==> config.mk <==
export PLATFORM = sky130hd
export DESIGN_NAME = slt_busy_timer
export DESIGN_NICKNAME = d
export VERILOG_FILES = /design/src/rtl/slt_pkg.sv /design/src/rtl/slt_rot_counter.sv /design/src/rtl/slt_wait_calc.sv /design/src/rtl/slt_countdown.sv /design/src/rtl/slt_dma_req.sv /design/src/rtl/slt_busy_timer.sv
export SDC_FILE = /design/constraint.sdc
export NUM_CORES = 1
export LEC_CHECK = 0
export ABC_AREA = 1
export BUFFER_PORTS_ARGS = -buffer_cell sky130_fd_sc_hd__buf_2
export CAP_MARGIN = 10
export CELL_PAD_IN_SITES_DETAIL_PLACEMENT = 0
export CELL_PAD_IN_SITES_GLOBAL_PLACEMENT = 1
export CORE_UTILIZATION = 42
export DETAILED_ROUTE_END_ITERATION = 8
export HOLD_SLACK_MARGIN = 0.1
export PLACE_DENSITY = 0.91
export SYNTH_ARGS = -nofsm -noshare
export SYNTH_HDL_FRONTEND = slang
export SYNTH_SLANG_ARGS = --single-unit
==> constraint.sdc <==
create_clock -name clk -period 50.3 [get_ports clk]
set_clock_uncertainty 0.1 [all_clocks]
set_input_delay 10.06 -clock clk [delete_from_list [all_inputs] [get_ports clk]]
set_output_delay 10.06 -clock clk [all_outputs]
set_load 0.05 [all_outputs]
==> src/rtl/slt_pkg.sv <==
package slt_pkg;

   typedef enum logic [1:0] {
      DIR_NONE = 2'd0,
      DIR_IN   = 2'd1,
      DIR_OUT  = 2'd2,
      DIR_BOTH = 2'd3
   } xfer_dir_e;

   typedef enum logic [1:0] {
      CLS_FIXED  = 2'd0,
      CLS_SECTOR = 2'd1,
      CLS_ABORT  = 2'd2
   } cmd_cls_e;

   localparam logic [3:0] OP_ABORT = 4'hD;

   function automatic cmd_cls_e op_class(input logic [3:0] op);
      cmd_cls_e c;
      if (op == OP_ABORT)
         c = CLS_ABORT;
      else if (op[3:2] == 2'b10)
         c = CLS_SECTOR;
      else
         c = CLS_FIXED;
      return c;
   endfunction

endpackage

==> src/rtl/slt_rot_counter.sv <==
module slt_rot_counter #(
   parameter int REV   = 1000,
   parameter int POS_W = 10
) (
   input  logic             clk,
   input  logic             rst_n,
   output logic [POS_W-1:0] pos
);

   localparam bit IS_POW2 = ((REV & (REV - 1)) == 0);

   generate
      if (IS_POW2) begin : g_pow2
         always_ff @(posedge clk) begin
            if (!rst_n)
               pos <= '0;
            else
               pos <= pos + POS_W'(1);
         end
      end else begin : g_cmp
         always_ff @(posedge clk) begin
            if (!rst_n)
               pos <= '0;
            else if (pos == POS_W'(REV - 1))
               pos <= '0;
            else
               pos <= pos + POS_W'(1);
         end
      end
   endgenerate

endmodule

==> src/rtl/slt_wait_calc.sv <==
module slt_wait_calc #(
   parameter int REV      = 1000,
   parameter int MIN_WAIT = 500,
   parameter int SEC_W    = 8,
   parameter int SPIN_W   = 12,
   parameter int POS_W    = 10,
   parameter int PROD_W   = 18,
   parameter int CNT_W    = 20
) (
   input  logic [SEC_W-1:0]  sec_idx,
   input  logic [SEC_W-1:0]  sec_per_trk,
   input  logic [POS_W-1:0]  pos,
   input  logic [SPIN_W-1:0] spinup_left,
   output logic [CNT_W-1:0]  wait_clks
);

   logic [PROD_W-1:0] prod;
   logic [PROD_W-1:0] divisor;
   logic [PROD_W-1:0] quot;
   logic [CNT_W-1:0]  off_c;
   logic [CNT_W-1:0]  pos_c;
   logic [CNT_W-1:0]  rot_w;
   logic [CNT_W-1:0]  total;
   logic              no_geom;

   always_comb begin
      no_geom = (sec_per_trk == '0);
      prod    = PROD_W'(sec_idx) * PROD_W'(REV);
      divisor = no_geom ? PROD_W'(1) : PROD_W'(sec_per_trk);
      quot    = prod / divisor;
      off_c   = CNT_W'(quot);
      pos_c   = CNT_W'(pos);
      if (no_geom)
         rot_w = '0;
      else if (off_c >= pos_c)
         rot_w = off_c - pos_c;
      else
         rot_w = off_c + CNT_W'(REV) - pos_c;
      total = rot_w + CNT_W'(spinup_left);
   end

   generate
      if (MIN_WAIT > 0) begin : g_floor
         always_comb
            wait_clks = (total < CNT_W'(MIN_WAIT)) ? CNT_W'(MIN_WAIT) : total;
      end else begin : g_nofloor
         always_comb
            wait_clks = total;
      end
   endgenerate

endmodule

==> src/rtl/slt_countdown.sv <==
module slt_countdown #(
   parameter int CNT_W = 20
) (
   input  logic             clk,
   input  logic             rst_n,
   input  logic             load,
   input  logic [CNT_W-1:0] load_val,
   output logic             busy,
   output logic             expire
);

   logic [CNT_W-1:0] cnt;

   always_ff @(posedge clk) begin
      if (!rst_n)
         cnt <= '0;
      else if (load)
         cnt <= load_val;
      else if (cnt != '0)
         cnt <= cnt - CNT_W'(1);
   end

   assign busy   = (cnt != '0);
   assign expire = !load && (cnt == CNT_W'(1));

endmodule

==> src/rtl/slt_dma_req.sv <==
module slt_dma_req
   import slt_pkg::*;
(
   input  logic      clk,
   input  logic      rst_n,
   input  logic      expire,
   input  logic      abort,
   input  logic      xfer_done,
   input  xfer_dir_e dir,
   output logic      ready
);

   logic drop;

   assign drop = abort || xfer_done || (dir == DIR_NONE);

   always_ff @(posedge clk) begin
      if (!rst_n)
         ready <= 1'b0;
      else if (drop)
         ready <= 1'b0;
      else if (expire)
         ready <= 1'b1;
   end

endmodule

==> src/rtl/slt_busy_timer.sv <==
module slt_busy_timer
   import slt_pkg::*;
#(
   parameter int CLKS_PER_SEC = 5000,
   parameter int MIN_WAIT     = 500,
   parameter int CMD_BUSY     = 20,
   parameter int SEC_W        = 8,
   parameter int SPIN_W       = 12
) (
   input  logic              clk,
   input  logic              rst_n,
   input  logic              cmd_valid,
   input  logic [3:0]        cmd_op,
   input  logic [SEC_W-1:0]  sec_idx,
   input  logic [SEC_W-1:0]  sec_per_trk,
   input  logic [SPIN_W-1:0] spinup_left,
   input  logic [1:0]        xfer_dir,
   input  logic              xfer_done,
   output logic              busy,
   output logic              dma_ready
);

   localparam int REV    = CLKS_PER_SEC / 5;
   localparam int POS_W  = (REV > 1) ? $clog2(REV) : 1;
   localparam int REV_W  = $clog2(REV + 1);
   localparam int PROD_W = SEC_W + REV_W;
   localparam int BASE_W = (SPIN_W > PROD_W) ? SPIN_W : PROD_W;
   localparam int CNT_W  = BASE_W + 2;

   generate
      if ((CLKS_PER_SEC % 5) != 0 || CLKS_PER_SEC < 10) begin : g_bad_rate
         $error("slt_busy_timer: CLKS_PER_SEC must be a multiple of 5 and at least 10");
      end
      if (SEC_W < 1 || SPIN_W < 1) begin : g_bad_width
         $error("slt_busy_timer: SEC_W and SPIN_W must be positive");
      end
      if (MIN_WAIT < 0 || CMD_BUSY < 0) begin : g_bad_time
         $error("slt_busy_timer: MIN_WAIT and CMD_BUSY must not be negative");
      end
      if (CMD_BUSY >= (1 << BASE_W) || MIN_WAIT >= (1 << BASE_W)) begin : g_bad_fit
         $error("slt_busy_timer: fixed durations exceed the counter width");
      end
   endgenerate

   cmd_cls_e         cls;
   logic [POS_W-1:0] rot_pos;
   logic [CNT_W-1:0] sector_wait;
   logic [CNT_W-1:0] load_val;
   logic             abort;
   logic             expire;

   always_comb begin
      cls   = op_class(cmd_op);
      abort = cmd_valid && (cls == CLS_ABORT);
      unique case (cls)
         CLS_SECTOR: load_val = sector_wait;
         CLS_ABORT:  load_val = '0;
         default:    load_val = CNT_W'(CMD_BUSY);
      endcase
   end

   slt_rot_counter #(
      .REV   (REV),
      .POS_W (POS_W)
   ) u_rot (
      .clk   (clk),
      .rst_n (rst_n),
      .pos   (rot_pos)
   );

   slt_wait_calc #(
      .REV      (REV),
      .MIN_WAIT (MIN_WAIT),
      .SEC_W    (SEC_W),
      .SPIN_W   (SPIN_W),
      .POS_W    (POS_W),
      .PROD_W   (PROD_W),
      .CNT_W    (CNT_W)
   ) u_calc (
      .sec_idx     (sec_idx),
      .sec_per_trk (sec_per_trk),
      .pos         (rot_pos),
      .spinup_left (spinup_left),
      .wait_clks   (sector_wait)
   );

   slt_countdown #(
      .CNT_W (CNT_W)
   ) u_cnt (
      .clk      (clk),
      .rst_n    (rst_n),
      .load     (cmd_valid),
      .load_val (load_val),
      .busy     (busy),
      .expire   (expire)
   );

   slt_dma_req u_dma (
      .clk       (clk),
      .rst_n     (rst_n),
      .expire    (expire),
      .abort     (abort),
      .xfer_done (xfer_done),
      .dir       (xfer_dir_e'(xfer_dir)),
      .ready     (dma_ready)
   );

endmodule

Word-level counts from Yosys, hierarchy flattened
Cells that the tools add are included.

Register bits: 31. Word-level logic and storage cells: 40. Input port bits: 38.

Reduce and logical (&&, ||, !) cells: 11. Add/sub/neg operators: 6. Multiplexer cells: 9. $mul: 1. Bitwise logic cells: 1. Order comparisons: 2. Equal/unequal tests: 6. Div/mod/pow operators: 1.

Operators with widths (count): 2-to-1 mux 20 bit (5); case mux 20 bit (2 select lines) (1); adder 20 x 12 -> 20 bit (1); == test 20 x 1 -> 1 bit, second input constant (1); less-than comparator 20 x 9 -> 1 bit, second input constant (1); nonzero test 20 bit (1); subtractor 20 x 1 -> 20 bit, second input constant (1); subtractor 20 x 10 -> 20 bit (1); adder 18 x 10 -> 19 bit, second input constant (1); subtractor 18 x 10 -> 19 bit (1); divider 18 x 18 -> 18 bit (1); >= comparator 18 x 10 -> 1 bit (1); multiplier 8 x 7 -> 15 bit, second input constant (1); adder 10 x 1 -> 10 bit, second input constant (1); == test 10 bit, second input constant (1); zero test 8 bit (1); 2-to-1 mux 8 bit (1); == test 2 bit, second input constant (2); == test 4 bit, second input constant (1); OR reduction 2 bit (2); == test 2 x 1 -> 1 bit, second input constant (1); logical AND 1 bit (2); zero test 2 bit (1); logical OR 1 bit (2); other kinds (5) (5).

Longest topological paths before layout
Gate-level depths: netlist of run 1.

Depth after elaboration: 12. Gate-level depth with buffers: 303.

Modules after synthesis
Synthesis of run 1 repeated with hierarchy kept, for this count alone.

Cell total of the unflattened synthesis: 2068. Area, all modules: 12853.6 µm².

Modules (own cells, without submodules): slt_wait_calc (seq. area each 0.0 µm², cells an instance 1728, area an instance 10714.0 µm², instances 1); slt_countdown (seq. area each 400.4 µm², cells an instance 208, area an instance 1383.8 µm², instances 1); slt_rot_counter (seq. area each 200.2 µm², cells an instance 69, area an instance 489.2 µm², instances 1); slt_busy_timer (seq. area each 0.0 µm², cells an instance 52, area an instance 209.0 µm², instances 1); slt_dma_req (seq. area each 20.0 µm², cells an instance 11, area an instance 57.6 µm², instances 1).

Worst setup path after synthesis of run 1
OpenSTA, ideal clock, no wires.

Path kind: input -> register. Start: input port sec_idx[1]. End: register u_cnt.cnt[2]. Arrival: 48907 ps. Path buffers: 14. Library setup time: 65 ps. Data required time: 50135 ps. Cell stages on the path: 288. Setup slack: 1228 ps. Cell sequence: fa_1 > inv_1 > fa_1 > fa_1 > fa_1 > inv_1 > ha_1 > nand2_1 > nor2_1 > nand3_1 > nand3_1 > nand2_1 > nand2_1 > inv_1 > ha_1 > o21ai_1 > or2_1 > nand2_1 > [252 not listed] > nand2_1 > a21oi_1 > inv_1 > nand3_1 > inv_1 > nand3_1 > nand2_1 > nand2_1 > nand2_1 > nor2_1 > nand2_1 > nor2_1 > nand2_2 > nand2_1 > nand2_1 > nand2_1 > nand2_1 > nor2_1.

Word-level cells in the longest chain between the ends: 11.

Ends and longest elaborated chain: start: declaration (RTL line slt_busy_timer.sv:14) `input logic [SEC_W-1:0] sec_idx,`; multiplier 8 x 7 -> 15 bit (*) (RTL line slt_wait_calc.sv:28) `prod = PROD_W'(sec_idx) * PROD_W'(REV);`; divider 18 x 18 -> 18 bit (*) (RTL line slt_wait_calc.sv:30) `quot = prod / divisor;`; adder 18 x 10 -> 19 bit (RTL line slt_wait_calc.sv:38) `rot_w = off_c + CNT_W'(REV) - pos_c;`; subtractor 20 x 10 -> 20 bit (RTL line slt_wait_calc.sv:38); 2-to-1 mux 20 bit (*) (RTL line slt_wait_calc.sv:35) `else if (off_c >= pos_c)`; 2-to-1 mux 20 bit (*) (RTL line slt_wait_calc.sv:33) `if (no_geom)`; adder 20 x 12 -> 20 bit (*) (RTL line slt_wait_calc.sv:39) `total = rot_w + CNT_W'(spinup_left);`; less-than comparator 20 x 9 -> 1 bit (RTL line slt_wait_calc.sv:45) `wait_clks = (total < CNT_W'(MIN_WAIT)) ? CNT_W'(MIN_WAIT) : total;`; 2-to-1 mux 20 bit (*) (RTL line slt_wait_calc.sv:45); case mux 20 bit (2 select lines) (*) (RTL line slt_busy_timer.sv:55) `unique case (cls)`; 2-to-1 mux 20 bit (*) (RTL line slt_countdown.sv:17) `else if (load)`; end signal: assignment (RTL line slt_countdown.sv:18) `cnt <= load_val;`; end signal: assignment (RTL line slt_countdown.sv:20) `cnt <= cnt - CNT_W'(1);`; end: declaration (RTL line slt_countdown.sv:12) `logic [CNT_W-1:0] cnt;`.

Mark *: on every way between the ends. The rest lies on a longest branch, timed or not. A chain may end at the register's enable or synchronous reset.

Final worst setup path of run 1
Start: input port sec_idx[1]. End: register u_cnt.cnt[7].

The elaborated chain is that of the path after synthesis.

==> results of run 1 <==
-- logic make-up (layout without fill, tap and decap cells) --
logic type               Yosys count  count (layout)
AND/OR/NAND/NOR                  889             890
flip-flops                        31              31
adder cells (fa/ha/maj)          210             210
XOR/XNOR                         115             115
multiplexers                       2               2
AO/OA/AOI/OAI                    313             313
buffers and inverters            315             454
-- timing repair --
item	CTS	global route
resized for setup	0	78
setup endpoints to repair	0	20
hold buffers	0	0
setup buffers	0	22
-- layer usage --
metal / global-route usage, % / share of wire [%] / vias to the layer above
met5: 0 / 0.050 / -
met3: 0.752 / 2.9 / 36
li1: - / - / 6437
met4: 5.26 / 1.9 / 2
met1: 27.9 / 49 / 5409
met2: 37.2 / 46 / 208
-- placed cells by master, fill, tap and decap left out, types with 15 or more instances in the layout --
cell     Yosys  routed
nand4_1     39      39
buf_2        2      37
ha_1       186     182
nand2_2     19      20
fa_1        24      23
nand3_1    121     121
xnor2_1     48      48
inv_2       16      15
xor2_1      67      67
buf_4        3     114
inv_1      271     267
o21ai_0    110      95
nor3_1      28      27
dfxtp_1     31      31
nor2_1     162     153
or2_2       18      18
nand2_1    431     429
a21oi_1    108      99
a21o_1      25      25
o21ai_1     16      25
-- cell type report --
cell class / count / area (sq um) / area share [%]
multi-input cells: 1530 / 9970 / 74.7
inverters: 292 / 1110 / 8.31
repair buffers: 155 / 1080 / 8.08
flip-flops and latches: 31 / 621 / 4.65
well taps: 341 / 427 / 3.19
clock buffers: 6 / 139 / 1.04
clock inverters: 1 / 5.00 / 0.0375
-- flip-flops by register name, indices dropped and copies added, names as in the netlist --
register and flops:
u_cnt.cnt 20, u_rot.pos 10, u_dma.ready 1
-- worst reg2reg max path, delay by kind of cell (launching register included) --
kind	cells	cell delay, ns
flip-flops	1	0.35
XOR/XNOR	1	0.27
AND/OR/NAND/NOR	22	2.19
adder cells (fa/ha/maj)	2	0.48
AO/OA/AOI/OAI	11	1.55
buffers and inverters	8	0.79
-- path summary, 6_finish.rpt --
check,startpoint,endpoint,slack [ns],depth (start not counted)
worst max register to register,u_rot.pos[2],u_cnt.cnt[7],44.46,44
worst min register to register,u_dma.ready,u_dma.ready,0.36,2
worst max-delay path,sec_idx[1],u_cnt.cnt[7],3.28,278
worst min-delay path,u_dma.ready,u_dma.ready,0.36,2
-- metrics by stage --
step           util, %  worst slack [ns]  hold WS, ns  setup TNS (ns)
3_5_place_dp      47.3             0.535        0.364               0
3_3_place_gp      47.3              1.46        0.349               0
5_1_grt           49.4            -0.312        0.392           -2.43
6_report          49.4              3.28        0.361               0
2_1_floorplan        -              1.23        0.333               0
4_1_cts           47.9             0.621        0.372               0
==> reports/results.ini, run 1 <==
[worst_setup_path]
crit_type=primary input to flop
worstSetupStartpointType=primary input
path_delay_family=simple AND/OR/NAND/NOR gates
worst-path-buf-inv=42
cp.required_ns=50.33
critPathMaxFanout=14
slowest_delay_ns=0.54
crit_arrival_ns=47.05
cp_common_cell=nand2_1
slowest_stage=fa_1
endpoint_kind=flop

[yosys]
syn_area_sq_mm=0.0116
synth_xor_xnor_area_share_pct=8.69
async_flop_share_pct=0
ys_seq_elements=31
synth_warnings=0
synth_top_area_share_pct=20.1
yosysMostFrequentCell=nand2_1
synth_compound_area_share_pct=15.4
synthMuxAreaShare_pct=0.173
ys_seq_area_share_pct=5.36
synth_adder_area_share_pct=24.2
synth_area_leaders=ha_1, nand2_1, inv_1, dfxtp_1, nor2_1
syn_nets=2123
yosysUniqueCellTypes=59
synth.avg_cell_area_sq_um=6.18
syn_inst=1875
synth-simple-area-share_pct=35.7
synth_top_family_by_area=simple AND/OR/NAND/NOR gates
ys_top_cells_by_count=nand2_1, inv_1, ha_1, nor2_1, nand3_1
ys.flop_type=dfxtp_1
synth_edf_count=0
synth_top_area_cell=ha_1

[sta]
min_period_over_period_pct=93.5
worst_slew_pin_slew_ns=0.940
hold_viol_final=0
min_period_ns=47.02
fmax_mhz=21.3
slew_headroom_pct=37.3
report.final.setup_viol=0
finalMaxSlewViolations=0

[route]
drc=0
ant_nets=0
routedWlPerCell_microns=12.8
vias=12100
drt_pass1_iterations=5
wirelength_microns=30100
drtIter0Drc=657
avgViaCountPerCell=5.13

[cells_and_area]
area_growth_pct=15.2
final_cells=2356
design_area_sq_mm=0.0134
num_antenna_cells=0
drive_gt1_share_pct=15.4
finish.net_count=2263
fill_cells=2780

[clock_tree]
clkLatencyLatePin_ns=0.28
cts_max_level=2
cts_buffer_depth=2
cts_sinks=31
clk_pin_slew_ns=0.05
cts_tree=yes
numCtsBuffers=5
root_buffer=clkbuf_16

[place]
io_buffer_count=39
place_congestion=0.942
dp_hpwl_microns=25000
dp.cells=2326
place_area_sq_mm=0.0128

[floorplanning]
ioPinCount=40
die_x_microns=168
die_y_microns=168
die_area_sq_mm=0.0283
std_cell_rows=60
start_util_pct=42.9
core_sq_mm=0.0270

[global_route]
grt_pass1_wl_microns=50500
antenna_found_initial=1
grt_pass1_vias=11200
track_usage_pct=21.0
grt_max_degree=24
grt_overflow=0

[run]
cap_violations=0

[min_path]
hp-class=flop to flop

[outcome]
outcome=complete, no violations

Power of run 1 is left out: the tool's default activity adds up to more than one toggle a clock period on the data nets, which glitch-free logic cannot reach.
==> run 2: changes to the inputs <==
- CORE_ASPECT_RATIO: unset -> 1.5
==> reports/results.ini, run 2 (synthesis results as in run 1) <==
[clock_tree]
cts_buffer_depth=2  ; unchanged
root_buffer=clkbuf_16  ; unchanged
cts_sinks=31  ; unchanged
clkLatencyLatePin_ns=0.29  ; was 0.28 ns
clk_pin_slew_ns=0.05  ; about the same
numCtsBuffers=5  ; unchanged
ctsHoldBuffers=0  ; unchanged
cts_tree=yes  ; unchanged
cts_max_level=2  ; unchanged

[min_path]
hp-class=flop to flop  ; unchanged
min_from=u_dma.ready  ; unchanged
min_to=u_dma.ready  ; unchanged
worstHoldPathCells=2  ; unchanged

[sta]
min_period_ns=47.37  ; was 47.02 ns
finalMaxSlewViolations=0  ; unchanged
min_period_over_period_pct=94.2  ; was 93.5%
tns_ns=0  ; unchanged
fmax_mhz=21.1  ; was 21.3 MHz
slew_headroom_pct=34.2  ; was 37.3%
hold_viol_final=0  ; unchanged
report.final.setup_viol=0  ; unchanged
worst_slew_pin_slew_ns=0.985  ; was 0.940 ns

[worst_setup_path]
cp.required_ns=50.41  ; was 50.33 ns
rr_worst_depth=43  ; was 44
crit_arrival_ns=47.48  ; was 47.05 ns
reg2reg_slack_ns=44.12  ; was 44.46 ns
endpoint_kind=flop  ; unchanged
critPathMaxFanout=14  ; unchanged
slowest_stage=fa_1  ; unchanged
reg2reg_from=u_rot.pos[4]  ; was u_rot.pos[2]
cp_common_cell=nand2_1  ; unchanged
slowest_delay_ns=0.54  ; about the same
crit_type=primary input to flop  ; unchanged
worstSetupStartpointType=primary input  ; unchanged
regToRegEndpoint=u_cnt.cnt[5]  ; was u_cnt.cnt[7]

[floorplanning]
std_cell_rows=74  ; was 60
die_x_microns=138  ; was 168 microns
ioPinCount=40  ; unchanged
start_util_pct=42.6  ; was 42.9%
core_sq_mm=0.0272  ; was 0.0270 sq mm
die_y_microns=205  ; was 168 microns
die_area_sq_mm=0.0283  ; about the same

[route]
drtIter0Drc=436  ; was 657
drt_pass1_iterations=5  ; unchanged
routedWlPerCell_microns=13.4  ; was 12.8 microns
avgViaCountPerCell=5.24  ; was 5.13
drc=0  ; unchanged
ant_nets=0  ; unchanged
vias=12100  ; about the same
wirelength_microns=31000  ; was 30,100 microns

[global_route]
grt_pass1_wl_microns=49900  ; was 50,500 microns
track_usage_pct=21.5  ; was 21.0%
antenna_found_initial=0  ; was 1
grt_overflow=0  ; unchanged
grt_max_degree=24  ; unchanged
grt_pass1_vias=11300  ; was 11,200

[cells_and_area]
finish.net_count=2223  ; was 2,263
largest_reg_flops=20  ; unchanged
design_area_sq_mm=0.0133  ; was 0.0134 sq mm
regMostFlops=u_cnt.cnt  ; unchanged
num_antenna_cells=0  ; unchanged
multi_input_area_sq_mm=0.0102  ; was 0.00997 sq mm
drive_gt1_share_pct=14.9  ; was 15.4%
layout_commonest_cell=nand2_1  ; unchanged
register_area_sq_um=621  ; unchanged
final_cell_mix=nand2_1, inv_1, ha_1  ; unchanged
fill_cells=2821  ; was 2,780
area_growth_pct=14.4  ; was 15.2%
reg_top3=u_cnt.cnt: 20 flops, u_rot.pos: 10 flops, u_dma.ready: 1 flops  ; unchanged

[outcome]
outcome=complete, no violations  ; unchanged

[run]
cap_violations=0  ; unchanged

[place]
place_area_sq_mm=0.0123  ; was 0.0128 sq mm
io_buffer_count=39  ; unchanged
place_congestion=0.869  ; was 0.942
dp_hpwl_microns=25300  ; was 25,000 microns

run 2: cell types whose count changed in the layout (fill, tap and decap cells not counted), sizes merged:
cell      delta
nor2         +1
inv          +1
clkinv       -1
buf         -41
clkinvlp     -1
clkbuf       +2
run 2: metrics by stage:
step	cells	util, %	setup WS [ns]	hold WS, ns
after detailed placement	2265	45.3	-0.786	0.360
final	2318	48.7	2.93	0.364
after CTS	2273	46.0	0.000902	0.369
after floorplan	1875	-	1.23	0.333
after global placement	2265	45.3	-0.454	0.349
after global routing	2318	48.7	-0.491	0.404
run 2: metal layers:
layer | up-vias | track usage, % | routed length (microns) | part of all wire [%]
met2 | 152 | 42.9 | 16900 | 54
met5 | - | 0 | 0 | 0
met4 | 0 | 5.61 | 597 | 1.9
li1 | 6362 | - | - | -
met1 | 5590 | 23.7 | 12900 | 41
met3 | 43 | 1.26 | 650 | 2.1
run 2: critical path, delay by kind of cell:
family / cells / cell delay, ns
buffers and inverters: 38 / 3.43
and+or+nand+nor: 139 / 13.81
AOI/OAI and AO/OA: 76 / 11.79
muxes: 1 / 0.24
adders and majority gates: 25 / 8.07
run 2: how the worst max path moves through the flow:
stage          startpoint           end  slack, ns  cells past startpoint
2_1_floorplan  sec_idx[1]  u_cnt.cnt[2]       1.23                    288
3_3_place_gp   sec_idx[1]  u_cnt.cnt[2]      -0.45                    283
3_5_place_dp   sec_idx[1]  u_cnt.cnt[3]      -0.79                    280
4_1_cts        sec_idx[1]  u_cnt.cnt[3]     0.0009                    281
5_1_grt        sec_idx[0]  u_cnt.cnt[2]      -0.49                    287
6_report       sec_idx[1]  u_cnt.cnt[5]       2.93                    279
run 2: what timing repair did:
item / CTS / global route
gates cloned: 0 / 3
pin swaps: 0 / 41
gates resized for setup: 7 / 113
buffers inserted: 0 / 42
endpoints found under the setup margin: 12 / 20
run 2: final cells by class:
cell class	instances	area share (%)
multi-input combinational	1531	76.6
inverter	292	8.46
timing repair buffer	114	5.82
sequential	31	4.68
tap	342	3.23
clock buffer	8	1.18
Power of run 2 is left out for the same reason.
==> run 3: changes to the inputs <==
- CORE_UTILIZATION: 42 -> 47
- PLACE_DENSITY: 0.91 -> 0.95
- clock period: 50.3 -> 50.7 ns (I/O delays scaled with it)
==> reports/results.ini, run 3 (synthesis results as in run 1) <==
[outcome]
outcome=complete, no violations  ; unchanged

[floorplanning]
die_area_sq_mm=0.0253  ; was 0.0283 sq mm
die_x_microns=130  ; was 138 microns
core_sq_mm=0.0243  ; was 0.0272 sq mm
start_util_pct=47.8  ; was 42.6%
std_cell_rows=70  ; was 74
die_y_microns=194  ; was 205 microns
ioPinCount=40  ; unchanged

[global_route]
grt_max_degree=24  ; unchanged
met2_usage_pct=47.2  ; was 42.9%
antenna_found_initial=0  ; unchanged
grt_pass1_vias=11500  ; was 11,300
grt_util_met1_pct=25.4  ; was 23.7%
grt_overflow=0  ; unchanged
use_met3_pct=1.21  ; was 1.26%
grt_pass1_wl_microns=49200  ; was 49,900 microns
track_usage_pct=23.5  ; was 21.5%
top_usage_layer=met2  ; unchanged

[place]
place_congestion=0.870  ; was 0.869
dp.cells=2255  ; was 2,265
io_buffer_count=39  ; unchanged
pre_cts_slack_ns=-0.658  ; was -0.786 ns
dp_hpwl_microns=24900  ; was 25,300 microns

[clock_tree]
cts_tree=yes  ; unchanged
cts_sinks=31  ; unchanged
clkLatencyLatePin_ns=0.28  ; was 0.29 ns
root_buffer=clkbuf_16  ; unchanged
numCtsBuffers=5  ; unchanged
ctsHoldBuffers=0  ; unchanged
cts_buffer_depth=2  ; unchanged
cts_max_level=2  ; unchanged
clk_pin_slew_ns=0.05  ; about the same

[cells_and_area]
layout_commonest_cell=nand2_1  ; unchanged
final_cells=2298  ; was 2,318
finish.net_count=2223  ; unchanged
final_cell_mix=nand2_1, inv_1, ha_1  ; unchanged
reg_top3=u_cnt.cnt: 20 flops, u_rot.pos: 10 flops, u_dma.ready: 1 flops  ; unchanged
area_growth_pct=13.5  ; was 14.4%
num_antenna_cells=0  ; unchanged
largest_reg_flops=20  ; unchanged
drive_gt1_share_pct=14.3  ; was 14.9%
regMostFlops=u_cnt.cnt  ; unchanged

[worst_setup_path]
reg2reg_slack_ns=44.55  ; was 44.12 ns
reg2reg_from=u_rot.pos[4]  ; unchanged
crit_end=u_cnt.cnt[7]  ; was u_cnt.cnt[5]
crit_type=primary input to flop  ; unchanged
regToRegEndpoint=u_cnt.cnt[7]  ; was u_cnt.cnt[5]
slowest_stage=fa_1  ; unchanged
slowest_delay_ns=0.54  ; about the same
critPathLaunch=sec_idx[1]  ; unchanged
endpoint_kind=flop  ; unchanged
worstSetupStartpointType=primary input  ; unchanged
crit_arrival_ns=47.58  ; was 47.48 ns
rr_worst_depth=42  ; was 43
cp.required_ns=50.74  ; was 50.41 ns
critPathMaxFanout=15  ; was 14
cp_common_cell=nand2_1  ; unchanged

[sta]
slew_headroom_pct=42.5  ; was 34.2%
worst_slew_pin_slew_ns=0.861  ; was 0.985 ns
min_period_ns=47.53
setup_ws_ns=3.17  ; was 2.93 ns
min_period_over_period_pct=93.8
report.final.setup_viol=0  ; unchanged
fmax_mhz=21.0
hold_ws_ns=0.368  ; was 0.364 ns
hold_viol_final=0  ; unchanged
finalMaxSlewViolations=0  ; unchanged

[route]
vias=12200  ; was 12,100
drtIter0Drc=466  ; was 436
drc=0  ; unchanged
ant_nets=0  ; unchanged
drt_pass1_iterations=5  ; unchanged
wirelength_microns=30100  ; was 31,000 microns
avgViaCountPerCell=5.30  ; was 5.24
routedWlPerCell_microns=13.1  ; was 13.4 microns

[min_path]
hp-class=flop to flop  ; unchanged

[run]
cap_violations=0  ; unchanged

[run 3: stage by stage]
stage / setup TNS (ns) / instance area (sq um) / util [%]
final: 0 / 13100 / 54.2
after detailed placement: -5.96 / 12400 / 51.0
after global placement: 0 / 12400 / 51.0
after global routing: -1.59 / 13100 / 54.2
after floorplan: 0 / 11600 / -
after CTS: 0 / 12500 / 51.6
[run 3: repair_timing]
action | 4_1_cts | 5_1_grt
endpoints found under the setup margin | 11 | 20
endpoints found under the hold margin | 0 | 0
cloned | 0 | 3
pin swaps | 0 | 33
buffers inserted | 0 | 34
gates resized for setup | 6 | 97
[run 3: layout make-up]
class | instances | area [sq um]
Multi-Input combinational cell | 1532 | 10100
Clock buffer | 6 | 129
Inverter | 292 | 1120
Sequential cell | 31 | 621
Timing Repair Buffer | 113 | 757
Fill cell | 2458 | 11100
Tap cell | 324 | 405
[run 3: worst max-delay path, delay by kind of cell]
kind	cells	cell delay, ns
compound gates	77	11.65
simple gates	135	13.48
buf+inv	42	3.55
xor+xnor	1	0.23
mux	1	0.24
fa+ha+maj	25	8.13
[run 3: how the worst min path moves through the flow]
stage                 start            to  slack [ns]  cells after the start
2_1_floorplan  u_rot.pos[0]  u_rot.pos[0]        0.33                      1
3_3_place_gp   u_rot.pos[0]  u_rot.pos[0]        0.35                      1
3_5_place_dp   u_rot.pos[0]  u_rot.pos[0]        0.36                      1
4_1_cts        u_rot.pos[0]  u_rot.pos[0]        0.37                      1
5_1_grt        u_rot.pos[0]  u_rot.pos[0]        0.38                      1
6_report        u_dma.ready   u_dma.ready        0.37                      2
[run 3: routing by layer]
metal | routed length [microns] | vias up | share of wire, %
met2 | 16300 | 158 | 54
met3 | 670 | 57 | 2.2
met5 | 0 | - | 0
li1 | - | 6365 | -
met4 | 763 | 0 | 2.5
met1 | 12300 | 5596 | 41
Power of run 3 is left out for the same reason.
